## config.mk

```make
export PLATFORM = sky130hd
export DESIGN_NAME = smi_status_tree
export DESIGN_NICKNAME = d
export VERILOG_FILES = /design/src/rtl/smi_tree_pkg.sv /design/src/rtl/smi_stat_bank.sv /design/src/rtl/smi_reg_port.sv /design/src/rtl/smi_status_tree.sv
export SDC_FILE = /design/constraint.sdc
export NUM_CORES = 1
export LEC_CHECK = 0
export ABC_AREA = 1
export ABC_CLOCK_PERIOD_IN_PS = 1150
export CAP_MARGIN = 5
export CORE_ASPECT_RATIO = 1.4
export CORE_MARGIN = 2
export CORE_UTILIZATION = 40
export CTS_CLUSTER_DIAMETER = 200
export DETAILED_ROUTE_END_ITERATION = 6
export MAX_ROUTING_LAYER = met4
export PLACE_DENSITY = 0.67
export RECOVER_POWER = 50
export SYNTH_ARGS = -nofsm -noshare
export SYNTH_HDL_FRONTEND = slang
export SYNTH_HIERARCHICAL = 1
export SYNTH_SLANG_ARGS = --single-unit
```

## constraint.sdc

```tcl
create_clock -name clk -period 1.15 [get_ports clk]
set_input_delay 0.23 -clock clk [delete_from_list [all_inputs] [get_ports clk]]
set_output_delay 0.23 -clock clk [all_outputs]
set_load 0.005 [all_outputs]
```

## src/rtl/smi_tree_pkg.sv

```systemverilog
package smi_tree_pkg;
    localparam int REG_W    = 16;
    localparam int SUB_N    = 6;
    localparam int ROLL_BIT = 9;
    localparam int ADDR_W   = 8;

    localparam int OFF_TOP_MIR = 'h00;
    localparam int OFF_TOP_RTC = 'h02;
    localparam int OFF_SUB_MIR = 'h04;
    localparam int OFF_SUB_RTC = 'h06;
endpackage

```

## src/rtl/smi_stat_bank.sv

```systemverilog
module smi_stat_bank #(
    parameter int W = 6
) (
    input  logic         clk,
    input  logic         rst_n,
    input  logic [W-1:0] set_i,
    input  logic [W-1:0] clr_i,
    output logic [W-1:0] stat_o
);
    typedef struct packed {
        logic [W-1:0] stat;
    } bank_st_t;

    bank_st_t st_d, st_q;

    always_comb begin
        st_d = st_q;
        for (int i = 0; i < W; i++) begin
            // a set on the same edge as a clear keeps the bit
            st_d.stat[i] = set_i[i] | (st_q.stat[i] & ~clr_i[i]);
        end
    end

    always_ff @(posedge clk or negedge rst_n) begin
        if (!rst_n) st_q <= '0;
        else        st_q <= st_d;
    end

    assign stat_o = st_q.stat;
endmodule

```

## src/rtl/smi_reg_port.sv

```systemverilog
module smi_reg_port
    import smi_tree_pkg::*;
#(
    parameter int RW  = REG_W,
    parameter int SN  = SUB_N,
    parameter int AW  = ADDR_W
) (
    input  logic          clk,
    input  logic          rst_n,
    input  logic          rd_en,
    input  logic [AW-1:0] rd_addr,
    input  logic [RW-1:0] top_i,
    input  logic [SN-1:0] sub_i,
    output logic [RW-1:0] rd_data_o,
    output logic [RW-1:0] clr_top_o,
    output logic [SN-1:0] clr_sub_o
);
    localparam int PAD_W = RW - SN;

    typedef struct packed {
        logic [RW-1:0] rdata;
        logic [RW-1:0] clr_top;
        logic [SN-1:0] clr_sub;
    } port_st_t;

    port_st_t st_d, st_q;
    logic [RW-1:0] sub_wide;

    assign sub_wide = {{PAD_W{1'b0}}, sub_i};

    always_comb begin
        st_d         = st_q;
        st_d.clr_top = '0;
        st_d.clr_sub = '0;
        if (rd_en) begin
            if (rd_addr == AW'(OFF_TOP_MIR)) begin
                st_d.rdata = top_i;
            end else if (rd_addr == AW'(OFF_TOP_RTC)) begin
                st_d.rdata   = top_i;
                st_d.clr_top = top_i;
            end else if (rd_addr == AW'(OFF_SUB_MIR)) begin
                st_d.rdata = sub_wide;
            end else if (rd_addr == AW'(OFF_SUB_RTC)) begin
                st_d.rdata   = sub_wide;
                st_d.clr_sub = sub_i;
            end else begin
                st_d.rdata = '0;
            end
        end
    end

    always_ff @(posedge clk or negedge rst_n) begin
        if (!rst_n) st_q <= '0;
        else        st_q <= st_d;
    end

    assign rd_data_o = st_q.rdata;
    assign clr_top_o = st_q.clr_top;
    assign clr_sub_o = st_q.clr_sub;
endmodule

```

## src/rtl/smi_status_tree.sv

```systemverilog
module smi_status_tree
    import smi_tree_pkg::*;
#(
    parameter int REG_W_P    = REG_W,
    parameter int SUB_N_P    = SUB_N,
    parameter int ROLL_BIT_P = ROLL_BIT,
    parameter int ADDR_W_P   = ADDR_W
) (
    input  logic                clk,
    input  logic                rst_n,
    input  logic [SUB_N_P-1:0]  sub_evt,
    input  logic [REG_W_P-1:0]  misc_evt,
    input  logic                rd_en,
    input  logic [ADDR_W_P-1:0] rd_addr,
    output logic [REG_W_P-1:0]  rd_data,
    output logic                smi_n
);
    logic [SUB_N_P-1:0] sub_q, clr_sub;
    logic [REG_W_P-1:0] top_q, clr_top, top_set;

    // summary bit: a clear in progress wins for one edge, then re-arms
    always_comb begin
        top_set             = misc_evt;
        top_set[ROLL_BIT_P] = (|sub_q) & ~clr_top[ROLL_BIT_P];
    end

    smi_stat_bank #(.W(SUB_N_P)) u_sub (
        .clk    (clk),
        .rst_n  (rst_n),
        .set_i  (sub_evt),
        .clr_i  (clr_sub),
        .stat_o (sub_q)
    );

    smi_stat_bank #(.W(REG_W_P)) u_top (
        .clk    (clk),
        .rst_n  (rst_n),
        .set_i  (top_set),
        .clr_i  (clr_top),
        .stat_o (top_q)
    );

    smi_reg_port #(.RW(REG_W_P), .SN(SUB_N_P), .AW(ADDR_W_P)) u_port (
        .clk       (clk),
        .rst_n     (rst_n),
        .rd_en     (rd_en),
        .rd_addr   (rd_addr),
        .top_i     (top_q),
        .sub_i     (sub_q),
        .rd_data_o (rd_data),
        .clr_top_o (clr_top),
        .clr_sub_o (clr_sub)
    );

    assign smi_n = ~((|top_q) | (|sub_q));
endmodule

```

* After elaboration in Yosys (flattened, before gate mapping)
Index checks and enable logic that the tools add are counted.
** Storage, ports and cells
- Output and inout port bits :: 17
- Flip-flop bits (word level) :: 60
- Bits of input ports :: 33
- Logic and storage cells :: 90
** Cells by class
- Reductions and logical operators :: 3
- Bitwise gates (word level) :: 69
- Mux-type cells :: 10
- Equal/unequal tests :: 3
** Operators by type and width (count)
- 2-to-1 mux 16 bit :: 3
- 2-to-1 mux 22 bit :: 2
- 2-to-1 mux 6 bit :: 5
- bitwise AND 1 bit :: 23
- inverter 1 bit :: 23
- OR 1 bit :: 23
- equality test 8 x 3 -> 1 bit, second input constant :: 2
- OR reduction 16 bit :: 1
- equality test 8 x 2 -> 1 bit, second input constant :: 1
- logical NOT 8 bit :: 1
- OR reduction 6 bit :: 1

* Logic depth before layout (Yosys ltp)
Gate-level depths: netlist (run 1).
- Word-level depth :: 6
- Gate-level depth with buffers :: 6
- Mapped depth without buffers :: 6

* Modules after synthesis
The synthesis (run 1) kept the hierarchy.
** Modules (own cells, without submodules)
- smi_reg_port :: seq. area each 950.9 sq um, times used 1, area each 1463.9 sq um, cells each 142
- smi_stat_bank at u_top :: seq. area each 400.4 sq um, times used 1, area each 640.6 sq um, cells each 80
- smi_stat_bank at u_sub :: seq. area each 150.1 sq um, times used 1, area each 240.2 sq um, cells each 30
- smi_status_tree :: seq. area each 0.0 sq um, times used 1, area each 92.6 sq um, cells each 21

* Worst setup path after synthesis (run 1)
No wires, ideal clock.
- Path type :: register to output
- From :: register u_sub.st_q, in the netlist u_sub/stat_o[1]
- To :: output port smi_n
- Slack :: 0.087 ns
- Cell stages (with the launch flop) :: 5
- Required time :: 0.920 ns
- Buffers on the path :: 0
- Arrival time :: 0.833 ns
- Cell sequence :: dfrtp_1 -> or2_1 -> nor2_1 -> nand2_1 -> nor2_2
** Between the ends
- Word-level cells in the longest chain between the ends :: 3
** Ends and longest elaborated chain
- start, declared :: RTL line smi_stat_bank.sv:14 : bank_st_t st_d, st_q;
- start signal, assigned :: RTL line smi_stat_bank.sv:26 : else st_q <= st_d;
- OR reduction 6 bit :: RTL line smi_status_tree.sv:55 : assign smi_n = ~((|top_q) | (|sub_q));
- OR 1 bit :: RTL line smi_status_tree.sv:55
- inverter 1 bit :: RTL line smi_status_tree.sv:55
- end, declared :: RTL line smi_status_tree.sv:16 : output logic smi_n
No other way between the ends.

* Worst setup path after layout (run 1)
- From :: register u_sub.st_q, in the netlist u_sub/stat_o[0]
- To :: output port smi_n
Same word-level chain as after synthesis.

==> results of run 1 <==
[state kept, by name (all words and copies together) (netlist names)]
name and cells:
u_top/stat_o 16, u_port/clr_sub_o 6, u_port/rd_data_o 16, u_port/clr_top_o 16, u_sub/stat_o 6
[power breakdown]
| group | switching, uW | internal [uW] |
|---|---|---|
| sequential | 3.87 | 2120 |
| clock | 814 | 999 |
| combinational | 130 | 131 |
| total | 949 | 3250 |
[area by class of cell]
type                    count  area, um2
clock inverters             6      65.06
clock buffers              10      127.6
inverters                  64      240.2
multi-input cells         148      752.0
well taps                  70      87.58
fillers                   550       2392
flip-flops and latches     60       1501
repair buffers             87      696.9
[placed cells by master (no fill, tap or decap), types with 9 or more instances in the layout]
master,synthesis,layout
inv_1,63,63
buf_4,1,31
clkdlybuf4s50_1,0,23
buf_2,1,17
nand3_1,12,10
clkbuf_8,0,9
nor2_1,36,34
nand2_1,71,65
o21ai_2,10,10
dfrtp_1,60,60
[synthesized netlist by cell type, types with 2 or more instances]
cell	instances
dfrtp_1	60
inv_1	63
nand2_1	71
nand2_2	2
nand3_1	12
nor2_1	36
nor2_2	3
nor3_1	6
o21ai_2	10
[cell families after synthesis]
| family | synth area share |
|---|---|
| buffers and inverters | 0.1052 |
| AND/OR/NAND/NOR | 0.2397 |
| flip-flops | 0.6160 |
| AO/OA/AOI/OAI | 0.03901 |
[per-stage QoR]
step | setup TNS, ns | cells | hold slack (ns)
floorplan | 0 | 273 | -0.06559
global placement | -14.21 | 415 | 0.2599
detailed placement | -14.75 | 415 | 0.2538
CTS | -0.4277 | 445 | 0.4076
global route | -0.4643 | 445 | 0.4351
finish | -0.3863 | 445 | 0.4158
[worst min path at each step]
stage	end	slack (ns)	cells after the start
after detailed placement	u_sub/stat_o[2]	0.25	2
after CTS	u_top/stat_o[7]	0.41	3
after floorplan	u_port/clr_sub_o[0]	-0.07	0
final	u_top/stat_o[7]	0.42	3
after global routing	u_top/stat_o[2]	0.44	3
after global placement	u_sub/stat_o[4]	0.26	2
[worst max-delay path, stage by stage, from the launching register on]
cell     delay (ns)
dfrtp_1        0.37
or2_1          0.24
nor2_1         0.09
nand2_1        0.06
nor2_2         0.10
buf_2          0.12
[routing by layer]
metal	wire length [um]	part of all wire	global-route usage
met2	2547	0.50	0.2825
met1	2179	0.43	0.2124
met3	250	0.049	0.03246
met5	0	0	-
met4	129	0.025	0.09135
[repair_timing]
action,4_1_cts,5_1_grt
buffers inserted,11,0
gates cloned,2,0
hold buffers,1,0
pin swaps,17,6
setup endpoints to repair,49,8
hold endpoints to repair,60,0
gates resized for setup,83,4
==> impl_metrics.json, run 1 <==
{
  "syn2layout_area_growth_pct": 42.40,
  "grt-ovfl-total": 0,
  "path_clk_slew_ns": 0.06,
  "synth_area_leader_cell": "dfrtp_1",
  "hpwl_um": 3478,
  "relSlewSlack": 0.6506,
  "clock_skew_ns": 0.003971,
  "io_pins": 50,
  "viasPerCell": 4.315,
  "hold_class": "input port to flop",
  "synth_area_um2": 2437,
  "worst_pin_slew_ns": 0.5240,
  "drt-initial-drc-count": 163,
  "ys.flop_type": "dfrtp_1",
  "wl_um": 5106,
  "totalPowerFinal_uw": 4198,
  "num_vias": 1920,
  "rrSetupSlack_ns": 0.05,
  "synth.avg_cell_area_um2": 8.928,
  "seq_area_frac_synth": 0.6160,
  "gp_congestion": 0.8049,
  "slew_viol_final": 0,
  "hold_viol": 0,
  "rsz0062_at_grt": "yes",
  "post_drt_wl_per_cell_um": 11.47,
  "grt_pass1_vias": 1903,
  "min_from": "misc_evt[7]",
  "crit_fanout": 2,
  "clock_latency_ns": 0.33,
  "initial_utilization": 0.4157,
  "fin_area_um2": 3471,
  "dpl_cell_area_um2": 3212,
  "fin_crit_ns": 1.536,
  "startpoint": "u_sub/stat_o[0]",
  "yosysWarnings": 6,
  "grt_pass1_wl_um": 8590,
  "critPathKind": "flop to output pin",
  "nets": 403,
  "synth_fp_nets": 306,
  "synth_edf_count": 0,
  "fmax_ghz": 0.6509,
  "violations": "negative setup slack",
  "cts_max_level": 3,
  "crit_path_end_kind": "output pin",
  "drv_cap": 0,
  "rr_worst_depth": 6,
  "antenna_found_initial": 0,
  "die_area_um2": 6742,
  "netlist_top_cells_area": "dfrtp_1 62%, nand2_1 11%, inv_1 9.7%",
  "drt_pass1_iterations": 4,
  "drc": 0,
  "grt_max_degree": 61,
  "die_w_um": 69.97,
  "fp.dieH_um": 96.36,
  "antenna_left": 0,
  "synthArstFlopShare": 1.000,
  "grt_use_total": 0.1755,
  "cp-start-kind": "flop",
  "reg2reg_from": "u_sub/stat_o[0]",
  "vdd_drop_max_uv": 710.5,
  "cts_root_buf": "clkbuf_8",
  "row_count": 33,
  "cp.arrival_ns": 1.31,
  "dp_slack_ns": -0.4465,
  "status": "finished, violations left",
  "cts_tree": "yes",
  "port_buffers": 48,
  "setup_viol": 1,
  "powerDensity_nw_per_um2": 1209,
  "cellLeakagePower_uw": 0.001952,
  "crit_end": "smi_n",
  "synth_cells": 273,
  "synth_cell_types": 19,
  "coreArea_um2": 5863,
  "finalCritPeriodShare": 1.336,
  "required_ns": 0.92,
  "r2r-end": "u_top/stat_o[9]",
  "utilization": 0.5920,
  "clock_path_buffers": 2,
  "fin_ws_ns": -0.3863,
  "diodes": 0,
  "ys_seq_elements": 60,
  "drive_gt1_frac": 0.2720,
  "synth.top_cell.area_share": 0.6160,
  "cts_buffers": 9,
  "cts_sinks": 60
}
Note: power is estimated with default switching activity, not from simulation.
==> inputs of run 2 (changes only) <==
Settings changed: ABC_CLOCK_PERIOD_IN_PS 1150 to 1600, HOLD_SLACK_MARGIN set to 0.06.
Clock period 1.15 ns to 1.6 ns, I/O delays scaled along.
==> run 2 against run 1 <==
The run still ends with negative setup slack left. Power decreased by 31%. Register-to-register slack improved by 0.45 ns. Wire length fell by 6.1%. Count of clock-buffer cells in the layout is 5 higher. Worst hold slack gained 0.056 ns. First-iteration DRC count is 50% lower. Die area is the same. Core utilization down 1.8 points. Global-route usage fell by 0.86 points. Critical path type unchanged.
==> impl_metrics.json, run 2 (same netlist as run 1, synthesis figures left out) <==
{
  "status": "finished, violations left",
  "violations": "negative setup slack",
  "cts_sinks": 60,
  "vdd_drop_max_uv": 478.9,
  "drive_gt1_frac": 0.1643,
  "cp.arrival_ns": 1.31,
  "post_drt_wl_per_cell_um": 11.18,
  "fmax_ghz": 0.6131,
  "fin_crit_ns": 1.631,
  "fin_ws_ns": -0.03102,
  "clock_skew_ns": 0.004785,
  "crit_fanout": 3,
  "totalPowerFinal_uw": 2913,
  "die_w_um": 69.97,
  "finalCritPeriodShare": 1.019,
  "fillers": 518,
  "layout_commonest_cell": "nand2_1",
  "coreArea_um2": 5863,
  "initial_utilization": 0.4157,
  "setup_tns_ns": -0.03102,
  "drv_cap": 0,
  "gp_congestion": 0.7607,
  "antenna_found_initial": 0,
  "diodes": 0,
  "hold_viol": 0,
  "wl_um": 4796,
  "grt_pass1_wl_um": 8190,
  "grt-ovfl-total": 0,
  "grt_max_degree": 61,
  "nets": 387,
  "cp-start-kind": "flop",
  "die_area_um2": 6742,
  "rsz0062_at_grt": "yes",
  "clock_path_buffers": 2,
  "cellLeakagePower_uw": 0.001816,
  "setup_viol": 1,
  "viasPerCell": 4.317,
  "hpwl_um": 3362,
  "row_count": 33,
  "min_from": "u_port/clr_top_o[6]",
  "fp.dieH_um": 96.36,
  "port_buffers": 48,
  "rrSetupSlack_ns": 0.50,
  "cts_max_level": 3,
  "final_cell_mix": "71 x nand2_1, 63 x inv_1, 60 x dfrtp_1",
  "utilization": 0.5741,
  "antenna_left": 0,
  "drt-initial-drc-count": 81,
  "cts_tree": "yes",
  "grt_pass1_vias": 1854,
  "dp_cells": 409,
  "critPathKind": "flop to output pin",
  "drt_pass1_iterations": 4,
  "crit_path_end_kind": "output pin",
  "cts_root_buf": "clkbuf_8",
  "worst_pin_slew_ns": 0.3844,
  "syn2layout_area_growth_pct": 38.09,
  "relSlewSlack": 0.7434,
  "hold_class": "flop to flop",
  "rr_worst_depth": 7,
  "r2r-end": "u_top/stat_o[9]",
  "path_clk_slew_ns": 0.06,
  "fin_worst_hold_slack_ns": 0.4718,
  "layoutNonFillerInstCount": 429,
  "crit_end": "smi_n",
  "clock_latency_ns": 0.33,
  "powerDensity_nw_per_um2": 865.4,
  "cts_buffers": 9,
  "drc": 0,
  "slew_viol_final": 0,
  "required_ns": 1.28,
  "reg2reg_from": "u_sub/stat_o[5]",
  "io_pins": 50,
  "startpoint": "u_sub/stat_o[5]",
  "num_vias": 1852,
  "grt_use_total": 0.1669
}
[run 2: cell types whose count changed in the layout (fill, tap and decap cells not counted), moves of 2 or more]
cell	previous run	this run
buf_2	17	2
buf_4	31	18
clkbuf_1	1	3
clkbuf_8	9	12
clkdlybuf4s50_1	23	46
clkinv_4	2	0
dlygate4sd2_1	6	0
nand2_1	65	71
nand2_2	8	2
nand3_1	10	12
nand3_2	2	0
nor2_4	2	0
[run 2: power by group]
group	switching, uW	total, uW	internal [uW]
combinational	84.4	178	93.5
sequential	3.18	1530	1520
clock	520	1210	688
total	607	2910	2310
[run 2: final cells by class]
cell class / count / area (um2) / share of cell area
Sequential cell: 60 / 1501 / 0.4461
Multi-Input combinational cell: 146 / 681.9 / 0.2026
Timing Repair Buffer: 73 / 673.1 / 0.2000
Inverter: 64 / 240.2 / 0.07138
Clock buffer: 15 / 176.4 / 0.05242
Tap cell: 70 / 87.58 / 0.02602
Clock inverter: 1 / 5.005 / 0.001487
[run 2: worst min path at each step]
stage                     depth (start not counted)                  end
after floorplan                                   0  u_port/clr_sub_o[0]
after global placement                            2      u_sub/stat_o[2]
after detailed placement                          2      u_sub/stat_o[2]
after CTS                                         3      u_top/stat_o[6]
after global routing                              3      u_sub/stat_o[0]
final                                             3      u_top/stat_o[6]
[run 2: stage by stage]
stage,area (um2),setup WS (ns)
3_3_place_gp,3154,-0.1058
4_1_cts,3358,-0.07507
5_1_grt,3366,-0.1378
3_5_place_dp,3154,-0.1001
6_report,3366,-0.03102
2_1_floorplan,2437,0.4473
[run 2: critical path, stage by stage (launching register included)]
cell     delay (ns)
dfrtp_1        0.39
nor2_1         0.11
nand2_1        0.09
nor2_1         0.11
nand2_1        0.07
nor2_2         0.09
buf_2          0.12
[run 2: metal layers]
layer / vias to the layer above / GRT usage / wire, um / share of wire
met5: - / - / 0 / 0
met3: 8 / 0.03351 / 271 / 0.057
met1: 840 / 0.1941 / 2075 / 0.43
li1: 955 / - / - / -
met2: 49 / 0.2619 / 2342 / 0.49
met4: 0 / 0.1154 / 108 / 0.023
[run 2: timing repair]
action	CTS	global route
resized for setup	5	0
buffers inserted	2	1
hold buffers	1	0
pin swaps	6	2
hold endpoints to repair	60	0
setup endpoints to repair	1	1
==> inputs of run 3 (changes only) <==
Settings changed: SETUP_SLACK_MARGIN set to 0.5.
==> run 3 against run 2 <==
The flow still finishes with violations (negative setup slack). First-iteration DRC count grew 120%. Critical path type unchanged. Design area rose by 5.8%. Sequential cell count unchanged. Highest routed layer unchanged. Wire length rose by 14%. Final cell count increased by 5.4%.
==> impl_metrics.json, run 3 (same netlist as run 1, synthesis figures left out) <==
{
  "status": "finished, violations left",
  "violations": "negative setup slack",
  "path_buf_inv": 1,
  "hold_viol": 0,
  "reg2reg_from": "u_sub/stat_o[0]",
  "worst_pin_slew_ns": 0.3674,
  "setup_viol": 1,
  "io_pins": 50,
  "slew_viol_final": 0,
  "die_w_um": 69.97,
  "post_drt_wl_per_cell_um": 12.13,
  "powerDensity_nw_per_um2": 862.0,
  "rsz0062_at_grt": "yes",
  "relSlewSlack": 0.7551,
  "num_vias": 2056,
  "grt_busiest_layer": "met2",
  "crit_path_end_kind": "output pin",
  "path_delay_family": "simple AND/OR/NAND/NOR gates",
  "r2r-end": "u_top/stat_o[9]",
  "antenna_found_initial": 0,
  "cellLeakagePower_uw": 0.001999,
  "drt-initial-drc-count": 176,
  "gp_congestion": 0.7432,
  "viasPerCell": 4.549,
  "antenna_left": 0,
  "die_area_um2": 6742,
  "row_count": 33,
  "layoutNonFillerInstCount": 452,
  "dp_cells": 409,
  "final_cell_mix": "69 x nand2_1, 61 x inv_1, 60 x dfrtp_1",
  "wl_um": 5483,
  "fp.dieH_um": 96.36,
  "syn2layout_area_growth_pct": 46.15,
  "fmax_ghz": 0.5928,
  "grt_use_total": 0.1808,
  "vdd_drop_max_uv": 493.9,
  "crit_fanout": 2,
  "cp-start-kind": "flop",
  "min_from": "rd_en",
  "cts_max_level": 3,
  "initial_utilization": 0.4157,
  "crit_slowest_cell": "dfrtp_1",
  "cp_cell_sequence": "nor2_1 > nand2_1 > nor2_1 > nand2_1 > nor2_2 > buf_2",
  "grt_pass1_wl_um": 9094,
  "dpl_cell_area_um2": 3154,
  "cp.arrival_ns": 1.37,
  "use_met3": 0.04293,
  "hold_end": "u_port/clr_sub_o[0]",
  "critPathKind": "flop to output pin",
  "required_ns": 1.28,
  "finalCritPeriodShare": 1.054,
  "drv_cap": 0,
  "nets": 410,
  "layout_commonest_cell": "nand2_1",
  "port_buffers": 48,
  "gr-usage-met2": 0.3024,
  "drive_gt1_frac": 0.3089,
  "drt_pass1_iterations": 6,
  "fin_worst_hold_slack_ns": 0.4454,
  "hold_class": "input port to flop",
  "fin_area_um2": 3562,
  "rrSetupSlack_ns": 0.46,
  "clock_skew_ns": 0.007224,
  "diodes": 0,
  "grt-ovfl-total": 0,
  "whs_path_depth": 5,
  "met1_usage": 0.2123,
  "cts_sinks": 60,
  "drc": 0,
  "grt_pass1_vias": 2075,
  "clock_latency_ns": 0.32,
  "hpwl_um": 3303,
  "coreArea_um2": 5863,
  "cts_root_buf": "clkbuf_8",
  "rr_worst_depth": 6,
  "clock_path_buffers": 2,
  "fin_crit_ns": 1.687,
  "fin_ws_ns": -0.08697,
  "cts_tree": "yes",
  "max_stage_delay_ns": 0.40,
  "path_clk_slew_ns": 0.07,
  "cts_buffers": 9,
  "grt_max_degree": 61
}
run 3: timing repair:
action,in CTS,in global routing
gates resized for setup,81,31
hold buffers,1,0
pin swaps,15,23
cloned,2,1
endpoints found under the setup margin,56,56
endpoints found under the hold margin,60,0
setup buffers,17,6
run 3: final cells by class:
type | count | area, um2
inverter | 64 | 244.0
clock buffer | 11 | 151.4
clock inverter | 5 | 50.05
multi-input combinational | 149 | 787.0
timing repair buffer | 93 | 740.7
fill | 505 | 2301
sequential | 60 | 1501
tap | 70 | 87.58
run 3: worst min-delay path, delay by kind of cell:
family                 cells  cell delay, ns
and+or+nand+nor            3            0.17
buffers and inverters      2            0.24
run 3: power breakdown:
group,internal [uW],switching (uW)
combinational,97.0,102
clock,793,553
sequential,1520,2.86
run 3: how the worst max path moves through the flow:
stage | slack, ns | startpoint | cells past startpoint | endpoint
after floorplan | 0.46 | u_sub/stat_o[0] | 4 | smi_n
after global placement | -0.11 | u_sub/stat_o[0] | 5 | smi_n
after detailed placement | -0.11 | u_sub/stat_o[0] | 5 | smi_n
after CTS | -0.09 | u_sub/stat_o[1] | 5 | smi_n
after global routing | -0.20 | u_sub/stat_o[2] | 6 | smi_n
final | -0.09 | u_sub/stat_o[2] | 6 | smi_n
run 3: per-layer routing:
layer	wire (um)	vias up
met2	2887	68
li1	-	1011
met4	55	0
met3	317	6
met1	2222	971
met5	0	-
run 3: stage by stage:
stage               worst slack [ns]  total power, uW  setup TNS, ns  utilization
floorplan                     0.4631             1598              0            -
global placement             -0.1133             1733         -1.153       0.5380
detailed placement           -0.1072             1733         -1.968       0.5380
CTS                         -0.09452             3091       -0.09452       0.5866
global route                 -0.2002             3188        -0.2002       0.6076
finish                      -0.08697             3071       -0.08697       0.6076
